--- src/rtl/obs_pkg.sv ---
package obs_pkg;
  localparam int DATA_W    = 8;
  localparam int NUM_REGS  = 8;
  localparam int REG_IDX_W = $clog2(NUM_REGS);

  // Strobe bundle from control to datapath
  typedef struct packed {
    logic                 wrEn;
    logic [REG_IDX_W-1:0] idx;
    logic [DATA_W-1:0]    data;
  } regStrobe_t;
endpackage

--- src/rtl/obs_ctrl.sv ---
module obs_ctrl
  import obs_pkg::*;
#(
  parameter int ADDR_W     = 16,
  parameter logic [3:0] WIN_NIBBLE = 4'h5
) (
  input  logic [ADDR_W-1:0] cpuAddr,
  input  logic [DATA_W-1:0] cpuData,
  input  logic              cpuWrite,
  input  logic              cpuRead,
  input  logic              locked,
  output regStrobe_t        strobe,
  output logic              flashSel
);
  localparam int TOP = ADDR_W - 1;

  logic inWindow;
  logic inProgram;
  logic unusedAddrBits;

  assign inWindow  = (cpuAddr[TOP -: 4] == WIN_NIBBLE);
  assign inProgram = cpuAddr[TOP];
  assign unusedAddrBits = ^cpuAddr[TOP-4:REG_IDX_W];

  always_comb begin
    strobe.wrEn = cpuWrite && !locked && inWindow;
    strobe.idx  = cpuAddr[REG_IDX_W-1:0];
    strobe.data = cpuData;
  end

  assign flashSel = !locked && inProgram && (cpuRead || cpuWrite);
endmodule

--- src/rtl/obs_datapath.sv ---
module obs_datapath
  import obs_pkg::*;
#(
  parameter int PRG_W     = 16,
  parameter int CHR_W     = 8,
  parameter int VARIANT_W = 3,
  parameter int SHIFT_W   = 2,
  parameter logic [VARIANT_W-1:0] VARIANT_RAW_MASK  = 3'd2,
  parameter logic [VARIANT_W-1:0] VARIANT_SMALL_BOOT = 3'd3,
  parameter logic [PRG_W-1:0] BOOT_BASE_LARGE = 16'h003E,
  parameter logic [PRG_W-1:0] BOOT_BASE_SMALL = 16'h001E
) (
  input  logic                      clk,
  input  logic                      rstN,
  input  regStrobe_t                strobe,
  input  logic [VARIANT_W-1:0]      variant,
  input  logic [1:0]                slot,
  input  logic [PRG_W-1:0]          innerPrgBank,
  input  logic [SHIFT_W-1:0]        innerPrgShift,
  input  logic [CHR_W-1:0]          innerChrBank,
  input  logic [SHIFT_W-1:0]        innerChrShift,
  input  logic                      innerMirrorVert,
  output logic                      locked,
  output logic [VARIANT_W+4:0]      modeIdx,
  output logic [PRG_W-1:0]          prgAndMask,
  output logic [PRG_W-1:0]          prgOrVal,
  output logic [CHR_W-1:0]          chrAndMask,
  output logic [CHR_W-1:0]          chrOrVal,
  output logic [PRG_W-1:0]          prgBank,
  output logic [CHR_W-1:0]          chrBank,
  output logic                      mirrorVert,
  output logic                      chrRamWe
);
  localparam int MODE_W   = 5;
  localparam int LOCK_BIT = DATA_W - 1;
  localparam int R_MODE = 0, R_PRG_LO = 1, R_PRG_HI = 2, R_PRG_MASK = 3;
  localparam int R_CHR_CTL = 4, R_MEM_CTL = 5, R_CHR_OR = 6, R_SPARE = 7;

  logic [DATA_W-1:0] cfgReg [NUM_REGS];

  // Register file, one generated slice per register
  for (genvar i = 0; i < NUM_REGS; i++) begin : g_reg
    always_ff @(posedge clk or negedge rstN) begin
      if (!rstN)
        cfgReg[i] <= '0;
      else if (strobe.wrEn && strobe.idx == REG_IDX_W'(i))
        cfgReg[i] <= strobe.data;
    end
  end

  logic unusedCfgBits;
  assign unusedCfgBits = ^{cfgReg[R_SPARE], cfgReg[R_MEM_CTL][7:3],
                           cfgReg[R_MEM_CTL][1:0], cfgReg[R_CHR_CTL][7:6],
                           cfgReg[R_CHR_CTL][2:1], cfgReg[R_MODE][6:5]};

  assign locked  = cfgReg[R_MODE][LOCK_BIT];
  assign modeIdx = {variant, cfgReg[R_MODE][MODE_W-1:0]};

  // Window masks and outer values
  logic [DATA_W-1:0] prgMaskByte;
  assign prgMaskByte = (variant == VARIANT_RAW_MASK) ? cfgReg[R_PRG_MASK]
                                                     : ~cfgReg[R_PRG_MASK];
  assign prgAndMask = PRG_W'(prgMaskByte);
  assign prgOrVal   = {cfgReg[R_PRG_HI], cfgReg[R_PRG_LO]};
  assign chrAndMask = {~cfgReg[R_CHR_CTL][5:3], {(CHR_W-3){1'b1}}};
  assign chrOrVal   = cfgReg[R_CHR_OR];
  assign chrRamWe   = !cfgReg[R_MEM_CTL][2];

  // Boot layout while unlocked
  logic [PRG_W-1:0] bootBase;
  logic [PRG_W-1:0] bootBank;
  assign bootBase = (variant == VARIANT_SMALL_BOOT) ? BOOT_BASE_SMALL
                                                    : BOOT_BASE_LARGE;
  always_comb begin
    unique case (slot)
      2'd0:    bootBank = prgOrVal;
      2'd1:    bootBank = prgOrVal + PRG_W'(1);
      2'd2:    bootBank = bootBase;
      default: bootBank = bootBase + PRG_W'(1);
    endcase
  end

  // Inner/outer merge while locked
  logic [PRG_W-1:0] prgMaskSh, prgOrSh, prgMerged;
  logic [CHR_W-1:0] chrMaskSh, chrOrSh, chrMerged;
  assign prgMaskSh = prgAndMask >> innerPrgShift;
  assign prgOrSh   = prgOrVal   >> innerPrgShift;
  assign prgMerged = (innerPrgBank & prgMaskSh) | (prgOrSh & ~prgMaskSh);
  assign chrMaskSh = chrAndMask >> innerChrShift;
  assign chrOrSh   = chrOrVal   >> innerChrShift;
  assign chrMerged = (innerChrBank & chrMaskSh) | (chrOrSh & ~chrMaskSh);

  assign prgBank    = locked ? prgMerged : bootBank;
  assign chrBank    = locked ? chrMerged : chrOrVal;
  assign mirrorVert = locked ? innerMirrorVert : cfgReg[R_CHR_CTL][0];
endmodule

--- src/rtl/outer_bank_supervisor.sv ---
module outer_bank_supervisor
  import obs_pkg::*;
#(
  parameter int ADDR_W    = 16,
  parameter int PRG_W     = 16,
  parameter int CHR_W     = 8,
  parameter int VARIANT_W = 3,
  parameter int SHIFT_W   = 2
) (
  input  logic                 clk,
  input  logic                 rstN,
  input  logic [VARIANT_W-1:0] variant,
  input  logic [ADDR_W-1:0]    cpuAddr,
  input  logic [DATA_W-1:0]    cpuData,
  input  logic                 cpuWrite,
  input  logic                 cpuRead,
  input  logic [PRG_W-1:0]     innerPrgBank,
  input  logic [SHIFT_W-1:0]   innerPrgShift,
  input  logic [CHR_W-1:0]     innerChrBank,
  input  logic [SHIFT_W-1:0]   innerChrShift,
  input  logic                 innerMirrorVert,
  output logic                 locked,
  output logic [VARIANT_W+4:0] modeIdx,
  output logic [PRG_W-1:0]     prgAndMask,
  output logic [PRG_W-1:0]     prgOrVal,
  output logic [CHR_W-1:0]     chrAndMask,
  output logic [CHR_W-1:0]     chrOrVal,
  output logic [PRG_W-1:0]     prgBank,
  output logic [CHR_W-1:0]     chrBank,
  output logic                 mirrorVert,
  output logic                 chrRamWe,
  output logic                 flashSel
);
  regStrobe_t strobe;

  obs_ctrl #(.ADDR_W(ADDR_W)) u_ctrl (
    .cpuAddr (cpuAddr),
    .cpuData (cpuData),
    .cpuWrite(cpuWrite),
    .cpuRead (cpuRead),
    .locked  (locked),
    .strobe  (strobe),
    .flashSel(flashSel)
  );

  obs_datapath #(
    .PRG_W(PRG_W), .CHR_W(CHR_W), .VARIANT_W(VARIANT_W), .SHIFT_W(SHIFT_W)
  ) u_dp (
    .clk            (clk),
    .rstN           (rstN),
    .strobe         (strobe),
    .variant        (variant),
    .slot           (cpuAddr[ADDR_W-2 -: 2]),
    .innerPrgBank   (innerPrgBank),
    .innerPrgShift  (innerPrgShift),
    .innerChrBank   (innerChrBank),
    .innerChrShift  (innerChrShift),
    .innerMirrorVert(innerMirrorVert),
    .locked         (locked),
    .modeIdx        (modeIdx),
    .prgAndMask     (prgAndMask),
    .prgOrVal       (prgOrVal),
    .chrAndMask     (chrAndMask),
    .chrOrVal       (chrOrVal),
    .prgBank        (prgBank),
    .chrBank        (chrBank),
    .mirrorVert     (mirrorVert),
    .chrRamWe       (chrRamWe)
  );
endmodule

--- config.mk ---
export PLATFORM = sky130hd
export DESIGN_NAME = outer_bank_supervisor
export DESIGN_NICKNAME = d
export VERILOG_FILES = /design/src/rtl/obs_pkg.sv /design/src/rtl/obs_ctrl.sv /design/src/rtl/obs_datapath.sv /design/src/rtl/outer_bank_supervisor.sv
export SDC_FILE = /design/constraint.sdc
export NUM_CORES = 1
export LEC_CHECK = 0
export ABC_AREA = 0
export BUFFER_PORTS_ARGS = -buffer_cell sky130_fd_sc_hd__buf_4
export CAP_MARGIN = 15
export CORE_AREA = 2 2 97 99
export CTS_CLUSTER_DIAMETER = 150
export DETAILED_ROUTE_END_ITERATION = 10
export DIE_AREA = 0 0 99 101
export GPL_TIMING_DRIVEN = 1
export PLACE_DENSITY = 0.8
export SETUP_SLACK_MARGIN = 0.02
export SYNTH_ARGS = -nofsm -noshare
export SYNTH_HDL_FRONTEND = slang
export SYNTH_SLANG_ARGS = --single-unit
--- constraint.sdc ---
create_clock -name clk -period 2.3 [get_ports clk]
set_input_delay 0.23 -clock clk [delete_from_list [all_inputs] [get_ports clk]]
set_output_delay 0.23 -clock clk [all_outputs]
set_load 0.05 [all_outputs]
==> results list <==
- Setup repair after global routing missed its margin: yes
- Multiplexer share of the synthesized area: 0.241
- Critical Path Fanout Max: 5
- Final Total Pwr: 2720 µW
- Status: complete, no violations
- Remaining design rule violation count: 0
- For this run, the detailed router's first-pass iteration total came to 4.
* Final wirelength: 9.63 mm
- Proportion of layout cells with a drive suffix above 1: 0.491
* Fin. Hold Viols: 0
- In this run the static leakage power is 0.00216 µW.
- In this run the vertical extent of the chip is 101 µm.
- Counting flops with an async set or reset pin after synthesis yields a share of 1.00.
- Summing every instance area after synthesis gives 0.00353 mm².
- Total area of multi-input combinational cells: 0.00213 mm²
- The worst setup path is captured at an output pin.
* Post-Synth Simple-Gate Area: 0.143
* Detailed Route Iter0 Violations: 146
* Warnings, synthesis: 0
* Areal power density over the cells: roughly 590 mW/mm²
- The initial utilization of the core area, before any placement, comes to 0.393.
- At the worst endpoint, the required time is about 2.1 ns.
* Number of enable-type register cells in the synthesized netlist: 0
* Setup slack of the most critical reg-to-reg path: 0.21 ns
- At the placement stage, the worst setup path has a slack of 0.117 ns.
- Vias after detailed routing: 3,025
* Category of the most critical setup path: reg -> out
- Floorplan die area: approximately 0.01 mm²
* Pin count of the biggest net entering global routing: 44
- Area growth from synthesis to layout: 29.5%
- Final GP Congestion: roughly 0.89
* Aggregate global-route resource usage: 0.187
- After detailed routing, the number of vias per cell comes to roughly 5.3.
- CTS tree: yes
- Maximum cell stage delay along the critical path: between 0.5 and 0.6 ns
- Remaining global-route overflow: 0
* Via count of the first global-routing pass: 2,940
- A synthesized cell averages 9.59 µm².
- Buffers inserted during clock tree synthesis total 5.
- The sequential cells in the finished layout cover a total of 0.00108 mm².
- Fill cell total of the finished layout: between 800 and 900
- After detailed placement, the design holds a cell count of 554.
* Sink Count: 43
- On the final layout, the worst clock skew is 0.00331 ns.
- Core area: 0.00898 mm²
- Synthesis instantiated 56 different standard cells from the library.
* Clock insertion delay at the later pin of the skew report: 0.29 ns
* Period utilization: 0.969
- Launching element type of the critical path: flop
* Cell at the slowest stage of the critical path: sky130_fd_sc_hd__or4_4
- Share of the synthesized area in compound gates (AO/OA/AOI/OAI): 0.102
- The most used flip-flop cell after synthesis is sky130_fd_sc_hd__dfrtp_1.
- Counting I/O delays and the setup requirement, the final critical path takes 2.23 ns.
- Global-route wire length before repair: between 10 and 15 mm
- In the final design database the tool counted 516 nets.
- The repair_antennas step left the layout with diodes totalling 0.
* H-tree lvl count: 2
- Sum of net half-perimeters after detailed placement: 7.43 mm
* Die outline width: 99 µm
* Post-route antenna net violation count: 0
* Average wire length per cell after detail routing: roughly 17 µm
- The path class of the tightest hold or removal check is in -> reg.
- Worst EP arrival: 2.00 ns
- Adder and majority cell fraction of the synthesized area: 0.00355
- Counting both buffers and inverters, the worst setup path holds a total of 1.
- For this run, the number of standard cells in the final layout without fillers is 567.
- At the pin with the least slew margin, the transition time is 0.543 ns.
- The worst-case IR drop observed on VDD is 0.000296 V.
* Standard-cell row count: 35
* Boundary pin count: 144
- Cells traversed along the worst timing path: ha_1, a211oi_2, nor2_1, or4_4, buf_6
- After technology mapping, the gate count stands at 368.
* Clock tree root driver cell: sky130_fd_sc_hd__clkbuf_8
- The kind of cell with the highest combined delay along the critical path is simple AND/OR/NAND/NOR gates.
* Clock tree buffer depth: 2
* Xor and xnor fraction of the mapped netlist area: 0.0670
- Clock transition at the register clock pins on the worst setup and hold paths after CTS: 0.09 ns
- Number of antenna violations at the first check in global routing: 0
- Dominant combinational cell family by area after synthesis: multiplexers
- The count of buffers added on input and output ports is ~110.
- Max-capacitance violation count: 0
* Sequential element share of the synthesized area: 0.305
- Register bit count reported by yosys: 43
* Final number of setup-violating endpoints: 0
- Worst Setup Slack, final: 0.0704 ns
- Achievable clock frequency: roughly 450 MHz
- Number of pins with negative max-slew slack in the final report: 0
- Headroom to the max-slew limit: 0.638
-- final cells by class --
cell class / count / area share
Clock buffer: 6 / 0.0181
Clock inverter: 2 / 0.00849
Inverter: 7 / 0.00575
Multi-Input combinational cell: 260 / 0.467
Sequential cell: 43 / 0.236
Tap cell: 111 / 0.0304
Timing Repair Buffer: 138 / 0.234
-- state kept, by name, summed over array words and instances, names as in the netlist --
| signal | cells |
|---|---|
| u_dp.chrOrVal | 8 |
| u_dp.locked | 1 |
| u_dp.modeIdx | 5 |
| u_dp.cfgReg | 13 |
| u_dp.prgOrVal | 16 |
-- placed cells by master (no fill, tap or decap), types with 6 or more instances in the layout --
master	synthesis	layout
sky130_fd_sc_hd__conb_1	2	13
sky130_fd_sc_hd__xnor2_1	20	17
sky130_fd_sc_hd__o21ai_0	18	11
sky130_fd_sc_hd__clkbuf_8	0	6
sky130_fd_sc_hd__nand2_1	23	23
sky130_fd_sc_hd__nand3_1	7	7
sky130_fd_sc_hd__nor2_1	22	22
sky130_fd_sc_hd__dfrtp_1	43	41
sky130_fd_sc_hd__inv_1	7	7
sky130_fd_sc_hd__mux2_2	51	51
sky130_fd_sc_hd__xor2_1	7	7
sky130_fd_sc_hd__a21oi_1	10	9
sky130_fd_sc_hd__buf_4	46	133
sky130_fd_sc_hd__o21ai_1	0	7
sky130_fd_sc_hd__mux2i_1	21	21
sky130_fd_sc_hd__nand4_1	8	8
-- what timing repair did --
action	CTS	global route
hold buffers	1	0
buffers inserted	2	2
setup endpoints to repair	3	17
hold endpoints to repair	43	0
pin swaps	0	2
resized for setup	4	3
-- worst paths after layout --
check | from | end | cells past startpoint
setup / recovery | u_dp.prgOrVal[1] | prgBank[1] | 5
hold / removal | cpuData[7] | u_dp.locked | 2
setup reg to reg | u_dp.locked | u_dp.cfgReg[37] | 5
hold reg to reg | u_dp.cfgReg[24] | u_dp.cfgReg[24] | 1
max in group asynchronous | rstN | u_dp.prgOrVal[1] | 2
min in group asynchronous | rstN | u_dp.prgOrVal[13] | 2
-- per-layer routing --
| metal | GRT usage | routed length (µm) |
|---|---|---|
| met1 | 0.245 | 4020 |
| met2 | 0.326 | 4860 |
| met3 | 0.0312 | 638 |
| met4 | 0.0400 | 106 |
| met5 | 0 | 0 |
-- power breakdown --
group          switching [µW]  internal [µW]
sequential               66.1            818
combinational             788            416
clock                     271            357
total                    1120           1590
-- logic make-up (layout without fill, tap and decap cells) --
kind of cell,after synthesis,count (layout)
fa+ha+maj,1,1
buf+inv,76,153
flops,43,43
xor+xnor,27,27
mux,75,75
other cells,2,13
compound gates,55,55
simple gates,89,89
-- Yosys cell counts, drive strengths merged, types with 6 or more instances --
cell type | count | share of area
mux2i | 21 | 0.060
nor2 | 23 | 0.025
nand4 | 8 | 0.014
buf | 54 | 0.11
nor3b | 6 | 0.021
dfrtp | 43 | 0.30
o21ai | 18 | 0.026
nand3 | 7 | 0.0099
xor2 | 7 | 0.017
nand2 | 23 | 0.024
a21oi | 10 | 0.014
mux2 | 51 | 0.16
inv | 7 | 0.0074
clkbuf | 15 | 0.016
xnor2 | 20 | 0.050
-- worst register-to-register path: stages, from the launching register on --
cell and delay, ns:
sky130_fd_sc_hd__dfrtp_2 0.44, sky130_fd_sc_hd__nor4b_4 0.31, sky130_fd_sc_hd__nand3_1 0.13, sky130_fd_sc_hd__or2_1 0.34
sky130_fd_sc_hd__nor2_2 0.38, sky130_fd_sc_hd__mux2_2 0.39
-- per-stage QoR --
step | utilization | setup TNS, ns | hold slack [ns] | instance area, µm²
detailed placement | 0.485 | 0 | 0.252 | 4360
global placement | 0.485 | 0 | 0.242 | 4360
global route | 0.509 | 0 | 0.214 | 4570
CTS | 0.503 | 0 | 0.208 | 4520
finish | 0.509 | 0 | 0.219 | 4570
floorplan | - | -0.0495 | -0.0656 | 3670
No activity file was read; power rests on OpenSTA's default activity.
